[config.mk]
export PLATFORM = sky130hd
export DESIGN_NAME = can_bit_sampler
export DESIGN_NICKNAME = d
export VERILOG_FILES = /design/src/rtl/can_bt_pkg.sv /design/src/rtl/can_bt_cfg_decode.sv /design/src/rtl/can_bt_quantum_ctr.sv /design/src/rtl/can_bt_vote.sv /design/src/rtl/can_bit_sampler.sv
export SDC_FILE = /design/constraint.sdc
export NUM_CORES = 1
export LEC_CHECK = 0
export ABC_AREA = 1
export BUFFER_PORTS_ARGS = -buffer_cell sky130_fd_sc_hd__buf_2
export CORE_MARGIN = 5
export CORE_UTILIZATION = 30
export CTS_CLUSTER_DIAMETER = 120
export DETAILED_ROUTE_END_ITERATION = 12
export PLACE_DENSITY = 0.58
export SYNTH_ARGS = -nofsm -noshare
export SYNTH_HDL_FRONTEND = slang
export SYNTH_HIERARCHICAL = 1
export SYNTH_SLANG_ARGS = --single-unit
[constraint.sdc]
create_clock -name clk -period 5.6 [get_ports clk]
set_clock_uncertainty 0.15 [all_clocks]
set_input_delay 1.12 -clock clk [delete_from_list [all_inputs] [get_ports clk]]
set_output_delay 1.12 -clock clk [all_outputs]
set_load 0.02 [all_outputs]
[src/rtl/can_bt_pkg.sv]
package can_bt_pkg;

  typedef enum logic {
    ST_IDLE = 1'b0,
    ST_RUN  = 1'b1
  } run_state_e;

  function automatic logic maj3(input logic a, input logic b, input logic c);
    return (a & b) | (a & c) | (b & c);
  endfunction

endpackage

[src/rtl/can_bt_cfg_decode.sv]
module can_bt_cfg_decode #(
  parameter int CFG_W    = 16,
  parameter int SEG1_W   = 4,
  parameter int SEG2_W   = 3,
  parameter int SEG1_MIN = 4,
  parameter int SEG2_MIN = 2,
  localparam int LEN1_W  = SEG1_W + 1,
  localparam int LEN2_W  = SEG2_W + 1,
  localparam int MODE_POS = SEG1_W + SEG2_W
) (
  input  logic [CFG_W-1:0]  cfg_word,
  output logic              triple,
  output logic [LEN1_W-1:0] len1,
  output logic [LEN2_W-1:0] len2,
  output logic              err
);

  logic [SEG1_W-1:0] f1;
  logic [SEG2_W-1:0] f2;
  logic              cfg_hi_unused;

  assign f1     = cfg_word[SEG1_W-1:0];
  assign f2     = cfg_word[MODE_POS-1:SEG1_W];
  assign triple = cfg_word[MODE_POS];

  // upper bits carry no meaning
  assign cfg_hi_unused = ^cfg_word[CFG_W-1:MODE_POS+1];

  always_comb begin
    len1 = LEN1_W'(f1) + LEN1_W'(1);
    len2 = LEN2_W'(f2) + LEN2_W'(1);
    err  = (len1 < LEN1_W'(SEG1_MIN)) || (len2 < LEN2_W'(SEG2_MIN));
  end

endmodule

[src/rtl/can_bt_quantum_ctr.sv]
module can_bt_quantum_ctr
  import can_bt_pkg::*;
#(
  parameter int LEN1_W = 5,
  parameter int LEN2_W = 4,
  parameter int CNT_W  = 5
) (
  input  logic              clk,
  input  logic              rst_n,
  input  logic              tq_en,
  input  logic              rx_in,
  input  logic              hold,
  input  logic [LEN1_W-1:0] len1,
  input  logic [LEN2_W-1:0] len2,
  output logic              at_smp,
  output logic              bit_end
);

  run_state_e       state;
  logic [CNT_W-1:0] q;
  logic [CNT_W-1:0] last_q;
  logic             rx_prev;
  logic             fall;
  logic             proc;

  assign last_q = CNT_W'(len1) + CNT_W'(len2);
  assign fall   = rx_prev & ~rx_in;
  assign proc   = tq_en & ~hold & (state == ST_RUN);
  assign at_smp = proc & (q == CNT_W'(len1));

  always_ff @(posedge clk) begin
    if (!rst_n) begin
      rx_prev <= 1'b1;
    end else if (tq_en) begin
      rx_prev <= rx_in;
    end
  end

  always_ff @(posedge clk) begin
    if (!rst_n) begin
      state   <= ST_IDLE;
      q       <= '0;
      bit_end <= 1'b0;
    end else if (hold) begin
      state   <= ST_IDLE;
      q       <= '0;
      bit_end <= 1'b0;
    end else begin
      bit_end <= 1'b0;
      if (tq_en) begin
        unique case (state)
          ST_IDLE: begin
            if (fall) begin
              state <= ST_RUN;
              q     <= CNT_W'(1);
            end
          end
          ST_RUN: begin
            if (q >= last_q) begin
              q       <= '0;
              bit_end <= 1'b1;
            end else begin
              q <= q + CNT_W'(1);
            end
          end
          default: state <= ST_IDLE;
        endcase
      end
    end
  end

endmodule

[src/rtl/can_bt_vote.sv]
module can_bt_vote
  import can_bt_pkg::*;
(
  input  logic clk,
  input  logic rst_n,
  input  logic tq_en,
  input  logic rx_in,
  input  logic triple,
  input  logic at_smp,
  output logic smp_stb,
  output logic smp_bit
);

  logic [1:0] hist;

  always_ff @(posedge clk) begin
    if (!rst_n) begin
      hist    <= 2'b11;
      smp_stb <= 1'b0;
      smp_bit <= 1'b1;
    end else begin
      smp_stb <= 1'b0;
      if (tq_en) begin
        hist <= {hist[0], rx_in};
      end
      if (at_smp) begin
        smp_stb <= 1'b1;
        smp_bit <= triple ? maj3(hist[1], hist[0], rx_in) : rx_in;
      end
    end
  end

endmodule

[src/rtl/can_bit_sampler.sv]
module can_bit_sampler #(
  parameter int CFG_W    = 16,
  parameter int SEG1_W   = 4,
  parameter int SEG2_W   = 3,
  parameter int SEG1_MIN = 4,
  parameter int SEG2_MIN = 2
) (
  input  logic             clk,
  input  logic             rst_n,
  input  logic             tq_en,
  input  logic             rx_in,
  input  logic [CFG_W-1:0] cfg_word,
  output logic             smp_stb,
  output logic             smp_bit,
  output logic             bit_end,
  output logic             cfg_err
);

  localparam int LEN1_W  = SEG1_W + 1;
  localparam int LEN2_W  = SEG2_W + 1;
  localparam int MAX_BIT = 1 + (1 << SEG1_W) + (1 << SEG2_W);
  localparam int CNT_W   = $clog2(MAX_BIT);

  logic              triple;
  logic [LEN1_W-1:0] len1;
  logic [LEN2_W-1:0] len2;
  logic              at_smp;

  can_bt_cfg_decode #(
    .CFG_W(CFG_W), .SEG1_W(SEG1_W), .SEG2_W(SEG2_W),
    .SEG1_MIN(SEG1_MIN), .SEG2_MIN(SEG2_MIN)
  ) u_dec (
    .cfg_word(cfg_word),
    .triple  (triple),
    .len1    (len1),
    .len2    (len2),
    .err     (cfg_err)
  );

  can_bt_quantum_ctr #(
    .LEN1_W(LEN1_W), .LEN2_W(LEN2_W), .CNT_W(CNT_W)
  ) u_ctr (
    .clk    (clk),
    .rst_n  (rst_n),
    .tq_en  (tq_en),
    .rx_in  (rx_in),
    .hold   (cfg_err),
    .len1   (len1),
    .len2   (len2),
    .at_smp (at_smp),
    .bit_end(bit_end)
  );

  can_bt_vote u_vote (
    .clk    (clk),
    .rst_n  (rst_n),
    .tq_en  (tq_en),
    .rx_in  (rx_in),
    .triple (triple),
    .at_smp (at_smp),
    .smp_stb(smp_stb),
    .smp_bit(smp_bit)
  );

endmodule

# After elaboration in Yosys (flattened, before gate mapping)
# Index checks and enable logic that the tools add are counted.
# classes
addsub,4
reduce_logical,4
eq_ne,2
n_lt_le_gt_ge,3
n_bitwise,14
n_mux,8
# ops
cell,count
two-way mux 5 bit,2
one-hot mux 5 bit (2 select lines),1
AND 1 bit,7
adder 4 x 1 -> 5 bit (second input constant),1
adder 5 x 1 -> 5 bit (second input constant),1
adder 5 x 4 -> 5 bit,1
equality test 5 bit,1
greater-or-equal comparator 5 bit,1
< comparator 5 x 3 -> 1 bit (second input constant),1
two-way mux 1 bit,5
inverter 1 bit,5
adder 3 x 1 -> 4 bit (second input constant),1
< comparator 4 x 2 -> 1 bit (second input constant),1
OR reduction 4 bit,1
!= test 2 x 1 -> 1 bit (second input constant),1
bitwise OR 1 bit,2
AND reduction 2 bit,1
OR reduction 2 bit,1
logical OR 1 bit,1
# word_totals
ff_bits,12
wordCells,42
output_inout_bits,4

# Longest topological paths before layout
# Gate-level depths: netlist (run 1).
# depth
ltp_word,8
ltp_mapped,18

# Hierarchy
# The synthesis (run 1) kept the hierarchy.
# modules_own_cells
mod,cells_per_inst,area_each_um2,instances
can_bt_quantum_ctr,109,745.7,1
can_bt_vote,22,160.2,1
can_bt_cfg_decode,27,132.6,1

# Least setup slack after synthesis (run 1)
# No wires, ideal clock.
# synth_path
kind,input to register
start,input port cfg_word[0]
end,register u_ctr.q[3]
n_path_buf,0
setup_ns,0.070
cell_stages,12
required_time_ns,5.380
path_slack_ns,2.260
arrival_time_ns,3.120
cell_sequence,ha_1 > inv_1 > fa_1 > o21ai_0 > a21oi_1 > xor2_1 > ha_1 > a21oi_1 > nand2_1 > nor2_4 > nand2_1 > a21oi_1
# synth_via
elab_chain_len,5
# synth_rtl
item,line,text
from (decl),can_bit_sampler.sv:12,"input logic [CFG_W-1:0] cfg_word,"
adder 4 x 1 -> 5 bit (*),can_bt_cfg_decode.sv:30,len1 = LEN1_W'(f1) + LEN1_W'(1);
adder 5 x 4 -> 5 bit,can_bt_quantum_ctr.sv:26,assign last_q = CNT_W'(len1) + CNT_W'(len2);
greater-or-equal comparator 5 bit,can_bt_quantum_ctr.sv:59,if (q >= last_q) begin
two-way mux 5 bit,can_bt_quantum_ctr.sv:59,
one-hot mux 5 bit (2 select lines),can_bt_quantum_ctr.sv:51,unique case (state)
to (signal assigned),can_bt_quantum_ctr.sv:63,q <= q + CNT_W'(1);
to (decl),can_bt_quantum_ctr.sv:20,logic [CNT_W-1:0] q;
# Mark *: on every way between the ends. The rest lies on a longest branch, timed or not.
# A chain may end at the register's enable or synchronous reset.

# Worst setup path in the final report (run 1)
# layout_path
start,input port cfg_word[0]
end,register u_ctr.q[0]
# layout_via
elab_chain_len,5
# layout_rtl
item,line,text
adder 4 x 1 -> 5 bit (*),can_bt_cfg_decode.sv:30,
named net len1[1],can_bit_sampler.sv:25,logic [LEN1_W-1:0] len1;
adder 5 x 4 -> 5 bit,can_bt_quantum_ctr.sv:26,
greater-or-equal comparator 5 bit,can_bt_quantum_ctr.sv:59,
two-way mux 5 bit,can_bt_quantum_ctr.sv:59,
one-hot mux 5 bit (2 select lines),can_bt_quantum_ctr.sv:51,
# Mark *: on every way through the listed nets, which the timed path passes. The rest lies on a longest branch.

==> results of run 1 <==
## power by group through the flow
stage / Clock, uW / Combinational, uW / Sequential [uW]
finish: 51.0 / 66.1 / 89.9
global route: 56.9 / 76.6 / 90.3
CTS: 55.0 / 67.1 / 89.9
detailed placement: 0 / 66.5 / 91.9
global placement: 0 / 65.8 / 91.9
floorplan: 0 / 49.3 / 91.6
## metal layers
layer | up-vias | routed length [um] | part of all wire
li1 | 520 | - | -
met4 | 0 | 0 | 0
met5 | - | 0 | 0
met2 | 12 | 895 | 0.44
met1 | 401 | 1050 | 0.52
met3 | 0 | 74 | 0.037
## flip-flops by register name (all words and copies together) (netlist names)
register and flops:
u_vote/smp_bit 1, u_ctr/rx_prev 1, u_ctr/q 5, u_vote/smp_stb 1, u_ctr/bit_end 1, u_ctr/state 1, u_vote/hist 2
## final timing paths
kind / startpoint / to
max: cfg_word[0] / u_ctr/q[0]
min: u_vote/hist[1] / u_vote/hist[1]
max reg2reg: u_ctr/q[0] / u_ctr/q[0]
min reg2reg: u_vote/hist[1] / u_vote/hist[1]
## placed cells by master (no fill, tap or decap), types with 2 or more instances in the layout
master    count
nand4_1       3
xnor2_1       3
o211ai_1      2
a21oi_1      10
dfxtp_1      12
xor2_1        4
nand2_1      44
ha_1         12
nor3_1        2
nand3_1       9
buf_2        15
inv_2         3
o21ai_0       3
nor2_1        9
inv_1        31
clkbuf_4      3
## area by class of cell
type,instances,area share
multi-input cells,108,0.549
clock buffers,3,0.0191
flip-flops and latches,12,0.203
inverters,36,0.117
repair buffers,15,0.0636
well taps,46,0.0487
## kinds of logic after synthesis
group | Yosys count
AO/OA/AOI/OAI | 17
XOR/XNOR | 7
buffers and inverters | 38
adder cells (fa/ha/maj) | 13
flip-flops | 12
AND/OR/NAND/NOR | 71
## tightest hold or removal path, delay by kind of cell (launching register included)
family | cells | cell delay (ps)
flip-flops | 1 | 300
AO/OA/AOI/OAI | 1 | 70
buffers and inverters | 1 | 60
## stage by stage
stage / instances / hold slack, ps
6_report: 220 / 335
3_5_place_dp: 217 / 317
2_1_floorplan: 158 / 306
3_3_place_gp: 217 / 312
5_1_grt: 220 / 364
4_1_cts: 220 / 336
==> results.sh, run 1 <==
export IMPL_status="finished, final reports clean"
export IMPL_pin_count=24
export IMPL_synth_compound_area_frac=0.105
export IMPL_grt_pass1_vias=875
export IMPL_cpMaxStageDelayCell="fa_1"
export IMPL_wirelength_um=2020
export IMPL_fmax_ghz=0.294
export IMPL_area_growth_pct=13.7
export IMPL_cp_top_family="adder cells"
export IMPL_hpwl_um=1670
export IMPL_clkPwrFrac=0.247
export IMPL_cp_end_kind="flop"
export IMPL_syn_cell_area_sq_mm=0.00104
export IMPL_cts_sinks=12
export IMPL_power_density_mw_per_mm2=175
export IMPL_path_clk_slew_ps=70
export IMPL_finalSetupTns_ps=0
export IMPL_io_buffers=15
export IMPL_synthMuxAreaShare=0
export IMPL_drc_errors=0
export IMPL_maxSlewHeadroom=0.771
export IMPL_grt_use_met2=0.166
export IMPL_drt_vias_per_instance=4.24
export IMPL_rsz0062_at_grt="false"
export IMPL_gp_congestion=0.747
export IMPL_use_met1=0.118
export IMPL_clk_latency_ps=270
export IMPL_vias=933
export IMPL_vdd_drop_max_mv=0.153
export IMPL_p_sw_frac=0.325
export IMPL_synthTopCellsByArea="dfxtp_1 23%, nand2_1 16%, ha_1 14%"
export IMPL_final_area_sq_mm=0.00118
export IMPL_grt_remaining_overflow=0
export IMPL_hold_path_depth=2
export IMPL_num_rows=21
export IMPL_synthAdderAreaFrac=0.164
export IMPL_ctsRootBufferMaster="clkbuf_4"
export IMPL_cp_arrival_ps=3460
export IMPL_ys_types=25
export IMPL_synth_main_ff_cell="dfxtp_1"
export IMPL_fin_crit_ps=3410
export IMPL_combPwrFrac=0.319
export IMPL_core_area_sq_mm=0.00334
export IMPL_grt_max_degree=10
export IMPL_synthSimpleGateAreaFrac=0.296
export IMPL_finalSetupViolations=0
export IMPL_cts_resized=0
export IMPL_post_route_period_util=0.608
export IMPL_seq_power_share=0.434
export IMPL_dr_first_iter_drc_count=18
export IMPL_synth_xor_area_share=0.0590
export IMPL_synthCells=158
export IMPL_track_usage=0.0956
export IMPL_worstHoldPathType="flop to flop"
export IMPL_synth_seq_area_share=0.231
export IMPL_fin_ws_ps=2190
export IMPL_start_kind="input pin"
export IMPL_die_h_um=68.8
export IMPL_layout_drive_gt1_share=0.144
export IMPL_fillers=373
export IMPL_r2r_slack_ps=3940
export IMPL_ys_top_cells_by_count="44 x nand2_1, 31 x inv_1, 12 x dfxtp_1, 12 x ha_1, 10 x a21oi_1"
export IMPL_hold_violations=0
export IMPL_crit_cells=13
export IMPL_drt_pass1_iter_count=4
export IMPL_antenna_found_initial=0
export IMPL_dp_slack_ps=1890
export IMPL_tightest_slew_ps=343
export IMPL_final_antenna_net_count=0
export IMPL_crit_chain="buf_2 > ha_1 > inv_1 > fa_1 > o21ai_0 > a21oi_1 > xor2_1 > ha_1 > a21oi_1 > nand2_1 > nor2_4 > nand2_1 > a21oi_1"
export IMPL_holdBufCountCts=0
export IMPL_diodes=0
export IMPL_cpPeakStageDelay_ps=450
export IMPL_slew_viol_final=0
export IMPL_numCtsBuffers=3
export IMPL_multiInputGateArea_sq_um=648
export IMPL_postSynthAreaPerCell_sq_um=6.57
export IMPL_intPower_uw=140
export IMPL_h_tree_depth=1
export IMPL_synth_edf_count=0
export IMPL_cts_buffer_depth=2
export IMPL_synth_top_cell_by_area="dfxtp_1"
export IMPL_syn_nets=191
export IMPL_p_switching_uw=67.4
export IMPL_synth_top_family_by_area="simple AND/OR/NAND/NOR gates"
export IMPL_synth_seq_cells=12
export IMPL_busiest_layer="met2"
export IMPL_regArea_sq_um=240
export IMPL_crit_top_cell="a21oi_1"
export IMPL_maxCapViolations=0
export IMPL_worstPathRequired_ps=5650
export IMPL_postLayoutCoreUtil=0.354
export IMPL_total_power_uw=207
export IMPL_dieArea_sq_mm=0.00474
export IMPL_nets=209
export IMPL_yosys_warnings=6
export IMPL_wl_per_cell_um=9.20
export IMPL_worst_path_buf_inv=2
export IMPL_critical_path_class="input pin to flop"
export IMPL_synthArstFlopShare=0
export IMPL_power_leakage_uw=0.000621
export IMPL_postCtsSetupBuffers=0
export IMPL_worstPathMaxFanout=6
export IMPL_use_met3=0.0292
export IMPL_yosysMostFrequentCell="nand2_1"
export IMPL_grt_pass1_wl_um=3440
export IMPL_place_area_sq_mm=0.00116
export IMPL_chipWidth_um=68.8
export IMPL_reg2regPathDepth=9
export IMPL_yosys_area_top_type_share=0.231
export IMPL_cts_tree="built"
export IMPL_start_util=0.311
No activity file was read; power rests on OpenSTA's default activity.
==> inputs of run 2 (changes only) <==
--- a/config.mk
+++ b/config.mk
@@ -11,7 +11,7 @@
 export CORE_UTILIZATION = 30
 export CTS_CLUSTER_DIAMETER = 120
 export DETAILED_ROUTE_END_ITERATION = 12
-export PLACE_DENSITY = 0.58
+export PLACE_DENSITY = 0.59
 export SYNTH_ARGS = -nofsm -noshare
 export SYNTH_HDL_FRONTEND = slang
 export SYNTH_HIERARCHICAL = 1
==> constraint.sdc (replaced) <==
create_clock -name clk -period 2.75 [get_ports clk]
set_clock_uncertainty 0.15 [all_clocks]
set_input_delay 0.55 -clock clk [delete_from_list [all_inputs] [get_ports clk]]
set_output_delay 0.55 -clock clk [all_outputs]
set_load 0.02 [all_outputs]
==> run 2 against run 1 <==
  * First-iteration DRC count grew 94%
  * Via count up 6.2%
  * Wire length up 8.2%
  * Critical path depth is 2 higher
  * Combinational power increased to 2.8 times the previous value
  * Core utilization up 5.9 points
  * Cell count up 7.7%
  * Non-clock buffer count increased by 17
  * Critical endpoint is now u_ctr/q[2]
  * Highest routed layer is now met4
==> results.sh, run 2 (synthesized netlist as in run 1, its figures left out) <==
export IMPL_reg_top3="u_ctr/q x5, u_vote/hist x2"
export IMPL_diodes=0
export IMPL_nets=226
export IMPL_final_antenna_net_count=0
export IMPL_cts_tree="built"
export IMPL_maxSlewHeadroom=0.780
export IMPL_pin_count=24
export IMPL_power_leakage_uw=0.000698
export IMPL_layout_common_cells="40 x nand2_1, 28 x inv_1, 17 x buf_4"
export IMPL_slew_viol_final=0
export IMPL_vdd_drop_max_mv=0.204
export IMPL_start_util=0.311
export IMPL_cpMaxStageDelayCell="fa_2"
export IMPL_cp_end_kind="flop"
export IMPL_max_flop_register="u_ctr/q"
export IMPL_finalNonFillerCells=237
export IMPL_cp_top_family="adder cells"
export IMPL_gp_congestion=0.749
export IMPL_clk_latency_ps=280
export IMPL_cp_arrival_ps=2730
export IMPL_finalSetupTns_ps=0
export IMPL_critical_path_class="input pin to flop"
export IMPL_core_area_sq_mm=0.00334
export IMPL_dieArea_sq_mm=0.00474
export IMPL_drc_errors=0
export IMPL_crit_top_cell="a21oi_2"
export IMPL_crit_chain="buf_2 > buf_4 > inv_4 > ha_4 > inv_1 > fa_2 > o21ai_1 > a21oi_1 > xor2_1 > ha_1 > a21oi_2 > nand2_2 > nor2_4 > nand2_1 > a21oi_2"
export IMPL_fillers=363
export IMPL_maxCapViolations=0
export IMPL_power_density_mw_per_mm2=344
export IMPL_combPwrFrac=0.384
export IMPL_hpwl_um=1720
export IMPL_total_power_uw=475
export IMPL_hold_violations=0
export IMPL_finalSetupViolations=0
export IMPL_tightest_slew_ps=330
export IMPL_worstHoldPathType="flop to flop"
export IMPL_placedCellCount=232
export IMPL_grt_pass1_wl_um=3810
export IMPL_worstPathMaxFanout=6
export IMPL_seq_power_share=0.386
export IMPL_numCtsBuffers=3
export IMPL_chipWidth_um=68.8
export IMPL_final_common_cell="nand2_1"
export IMPL_area_growth_pct=32.8
export IMPL_path_clk_slew_ps=70
export IMPL_antenna_found_initial=0
export IMPL_clkPwrFrac=0.230
export IMPL_cpPeakStageDelay_ps=350
export IMPL_num_rows=21
export IMPL_grt_remaining_overflow=0
export IMPL_track_usage=0.106
export IMPL_cts_sinks=12
export IMPL_h_tree_depth=1
export IMPL_fin_crit_ps=2670
export IMPL_drt_pass1_iter_count=4
export IMPL_largest_register_ffs=5
export IMPL_wirelength_um=2190
export IMPL_fmax_ghz=0.375
export IMPL_cts_buffer_depth=2
export IMPL_io_buffers=15
export IMPL_ctsRootBufferMaster="clkbuf_4"
export IMPL_start_kind="input pin"
export IMPL_worstPathRequired_ps=2810
export IMPL_post_route_period_util=0.971
export IMPL_worst_path_buf_inv=4
export IMPL_wl_per_cell_um=9.23
export IMPL_p_sw_frac=0.328
export IMPL_vias=991
export IMPL_grt_max_degree=10
export IMPL_layout_drive_gt1_share=0.304
export IMPL_dr_first_iter_drc_count=35
export IMPL_die_h_um=68.8
export IMPL_holdBufCountCts=0
export IMPL_grt_pass1_vias=954
export IMPL_multiInputGateArea_sq_um=716
export IMPL_status="finished, final reports clean"
export IMPL_drt_vias_per_instance=4.18
export IMPL_intPower_uw=319
export IMPL_regArea_sq_um=240
export IMPL_p_switching_uw=156
[run 2: tightest hold or removal path, stage by stage (launching register included)]
cell	delay, ps
dfxtp_1	300
inv_1	60
o211ai_1	80
[run 2: final timing paths]
kind / from / to / slack [ps] / depth (start not counted)
max: cfg_word[0] / u_ctr/q[2] / 80 / 15
min: u_vote/hist[1] / u_vote/hist[1] / 330 / 2
max reg2reg: u_ctr/q[2] / u_ctr/q[2] / 1100 / 7
min reg2reg: u_vote/hist[1] / u_vote/hist[1] / 330 / 2
[run 2: power by group through the flow]
stage	Combinational [uW]	Sequential, uW	Clock (uW)
after floorplan	101	186	0
after global placement	163	187	0
after detailed placement	164	187	0
after CTS	165	183	115
after global routing	212	184	122
final	182	183	109
[run 2: layer usage]
metal,wire length (um),track usage,share of wire,vias up
li1,-,-,-,554
met5,0,0,0,-
met1,1100,0.138,0.50,415
met3,79,0.0194,0.036,3
met2,969,0.170,0.44,19
met4,36,0.0438,0.016,0
[run 2: what timing repair did]
action	4_1_cts	5_1_grt
gates resized for setup	0	19
endpoints found under the setup margin	0	6
buffers inserted	0	2
[run 2: area by class of cell]
class	instances	share of cell area
Clock buffer	3	0.0163
Inverter	36	0.102
Multi-Input combinational cell	108	0.519
Sequential cell	12	0.174
Tap cell	46	0.0417
Timing Repair Buffer	32	0.147
[run 2: per-stage QoR]
| stage | utilization | hold WS (ps) | instance area [sq um] | setup WS [ps] |
|---|---|---|---|---|
| after global placement | 0.382 | 314 | 1270 | -232 |
| after floorplan | - | 306 | 1040 | 42.4 |
| after detailed placement | 0.382 | 323 | 1270 | -235 |
| after global routing | 0.413 | 350 | 1380 | -43.3 |
| final | 0.413 | 332 | 1380 | 80.6 |
| after CTS | 0.388 | 337 | 1300 | 44.9 |
==> inputs of run 3 (changes only) <==
--- a/config.mk
+++ b/config.mk
@@ -6,12 +6,13 @@
 export NUM_CORES = 1
 export LEC_CHECK = 0
 export ABC_AREA = 1
-export BUFFER_PORTS_ARGS = -buffer_cell sky130_fd_sc_hd__buf_2
 export CORE_MARGIN = 5
 export CORE_UTILIZATION = 30
 export CTS_CLUSTER_DIAMETER = 120
 export DETAILED_ROUTE_END_ITERATION = 12
-export PLACE_DENSITY = 0.59
+export DONT_BUFFER_PORTS = 1
+export MAX_ROUTING_LAYER = met4
+export PLACE_DENSITY = 0.53
 export SYNTH_ARGS = -nofsm -noshare
 export SYNTH_HDL_FRONTEND = slang
 export SYNTH_HIERARCHICAL = 1
==> run 3 against run 2 <==
  * Wire length rose by 5.5%
  * Design area down 11%
  * Clock power grew 28%
  * Non-clock buffer count is 23 lower
  * Register-to-register slack about the same
  * First-iteration DRC count up 40%
  * Sequential share of layout area up 2.1 points
  * Critical path depth fell by 3
  * Combinational power is 15% lower
  * Count of clock-buffer cells in the layout increased by 1
  * Flip-flop and latch count is the same
  * Largest power group unchanged
==> results.sh, run 3 (synthesized netlist as in run 1, its figures left out) <==
export IMPL_status="finished, final reports clean"
export IMPL_grt_remaining_overflow=0
export IMPL_io_buffers=0
export IMPL_worstPathMaxFanout=6
export IMPL_fin_crit_ps=2630
export IMPL_maxCapViolations=0
export IMPL_ctsRootBufferMaster="clkbuf_4"
export IMPL_die_h_um=68.8
export IMPL_worstPathRequired_ps=2750
export IMPL_wirelength_um=2310
export IMPL_vias=947
export IMPL_final_antenna_net_count=0
export IMPL_area_growth_pct=18.2
export IMPL_timing_rr_start="u_ctr/q[2]"
export IMPL_diodes=0
export IMPL_cpPeakStageDelay_ps=400
export IMPL_layout_common_cells="44 x nand2_1, 30 x inv_1, 12 x dfxtp_1"
export IMPL_cp_arrival_ps=2630
export IMPL_cts_sinks=12
export IMPL_cts_tree="built"
export IMPL_reg2regPathDepth=8
export IMPL_postLayoutCoreUtil=0.368
export IMPL_cp_end_kind="flop"
export IMPL_finalSetupTns_ps=0
export IMPL_track_usage=0.109
export IMPL_worstHoldPathType="input pin to flop"
export IMPL_wl_per_cell_um=10.7
export IMPL_final_area_sq_mm=0.00123
export IMPL_reg_top3="u_ctr/q x5, u_vote/hist x2"
export IMPL_hold_violations=0
export IMPL_nets=203
export IMPL_hpwl_um=1880
export IMPL_chipWidth_um=68.8
export IMPL_start_kind="input pin"
export IMPL_power_leakage_uw=0.000610
export IMPL_crit_chain="ha_1 > inv_1 > fa_2 > o21ai_2 > a21oi_2 > xor2_1 > ha_1 > a21oi_2 > nand2_1 > nor2_4 > buf_4 > nor3_1"
export IMPL_maxSlewHeadroom=0.781
export IMPL_numCtsBuffers=3
export IMPL_critical_path_class="input pin to flop"
export IMPL_final_common_cell="nand2_1"
export IMPL_core_area_sq_mm=0.00334
export IMPL_cp_top_family="adder cells"
export IMPL_regArea_sq_um=240
export IMPL_antenna_found_initial=0
export IMPL_fillers=387
export IMPL_tightest_slew_ps=328
export IMPL_layout_drive_gt1_share=0.178
export IMPL_num_rows=21
export IMPL_drt_pass1_iter_count=4
export IMPL_start_util=0.311
export IMPL_dieArea_sq_mm=0.00474
export IMPL_cpMaxStageDelayCell="fa_2"
export IMPL_cts_buffer_depth=2
export IMPL_finalSetupViolations=0
export IMPL_hold_path_depth=1
export IMPL_worstHoldStart="rst_n"
export IMPL_r2r_slack_ps=1090
export IMPL_grt_pass1_wl_um=3860
export IMPL_power_density_mw_per_mm2=388
export IMPL_path_clk_slew_ps=80
export IMPL_rr_endpoint="u_ctr/bit_end"
export IMPL_slew_viol_final=0
export IMPL_worst_path_buf_inv=2
export IMPL_largest_register_ffs=5
export IMPL_h_tree_depth=1
export IMPL_grt_pass1_vias=972
export IMPL_gp_congestion=0.805
export IMPL_pin_count=24
export IMPL_post_route_period_util=0.955
export IMPL_drc_errors=0
export IMPL_max_flop_register="u_ctr/q"
export IMPL_grt_max_degree=10
export IMPL_crit_cells=12
export IMPL_place_area_sq_mm=0.00115
export IMPL_dr_first_iter_drc_count=49
export IMPL_fmax_ghz=0.381
export IMPL_drt_vias_per_instance=4.40
export IMPL_multiInputGateArea_sq_um=688
export IMPL_clk_latency_ps=270
export IMPL_hold_end="u_ctr/rx_prev"
export IMPL_vdd_drop_max_mv=0.305
==> run 3: how the worst max path moves through the flow <==
stage	from	slack, ps	to
after floorplan	cfg_word[0]	40	u_ctr/q[3]
after global placement	cfg_word[0]	-110	u_ctr/q[3]
after detailed placement	cfg_word[0]	-210	u_ctr/q[3]
after CTS	cfg_word[0]	50	u_ctr/q[3]
after global routing	cfg_word[0]	-3	u_ctr/bit_end
final	cfg_word[0]	120	u_ctr/bit_end
==> run 3: per-stage QoR <==
step	instances	total power, uW	hold slack (ps)	setup WS, ps
after detailed placement	210	328	334	-210
after CTS	214	470	191	52.7
final	215	477	196	123
after global placement	210	323	316	-111
after floorplan	158	287	306	42.4
after global routing	215	517	196	-3.29
==> run 3: timing repair <==
item | in CTS | in global routing
buffers inserted | 0 | 1
hold buffers | 0 | 0
resized for setup | 0 | 9
setup endpoints to repair | 0 | 6
==> run 3: layout make-up <==
class | count | share of cell area
clock buffer | 4 | 0.0296
inverter | 36 | 0.112
multi-input combinational | 108 | 0.561
sequential | 12 | 0.196
tap | 46 | 0.0469
timing repair buffer | 9 | 0.0550
==> run 3: layer usage <==
| layer | global-route usage | vias up | share of wire |
|---|---|---|---|
| met5 | - | - | 0 |
| met4 | 0.0365 | 0 | 0.0017 |
| met3 | 0.0162 | 2 | 0.040 |
| met2 | 0.188 | 12 | 0.50 |
| met1 | 0.128 | 424 | 0.46 |
| li1 | - | 509 | - |
==> run 3: power breakdown <==
group / internal (uW) / leakage, uW / switching (uW)
Clock: 80.4 / 0.0000210 / 58.8
Combinational: 69.5 / 0.000491 / 84.7
Sequential: 179 / 0.0000977 / 4.60
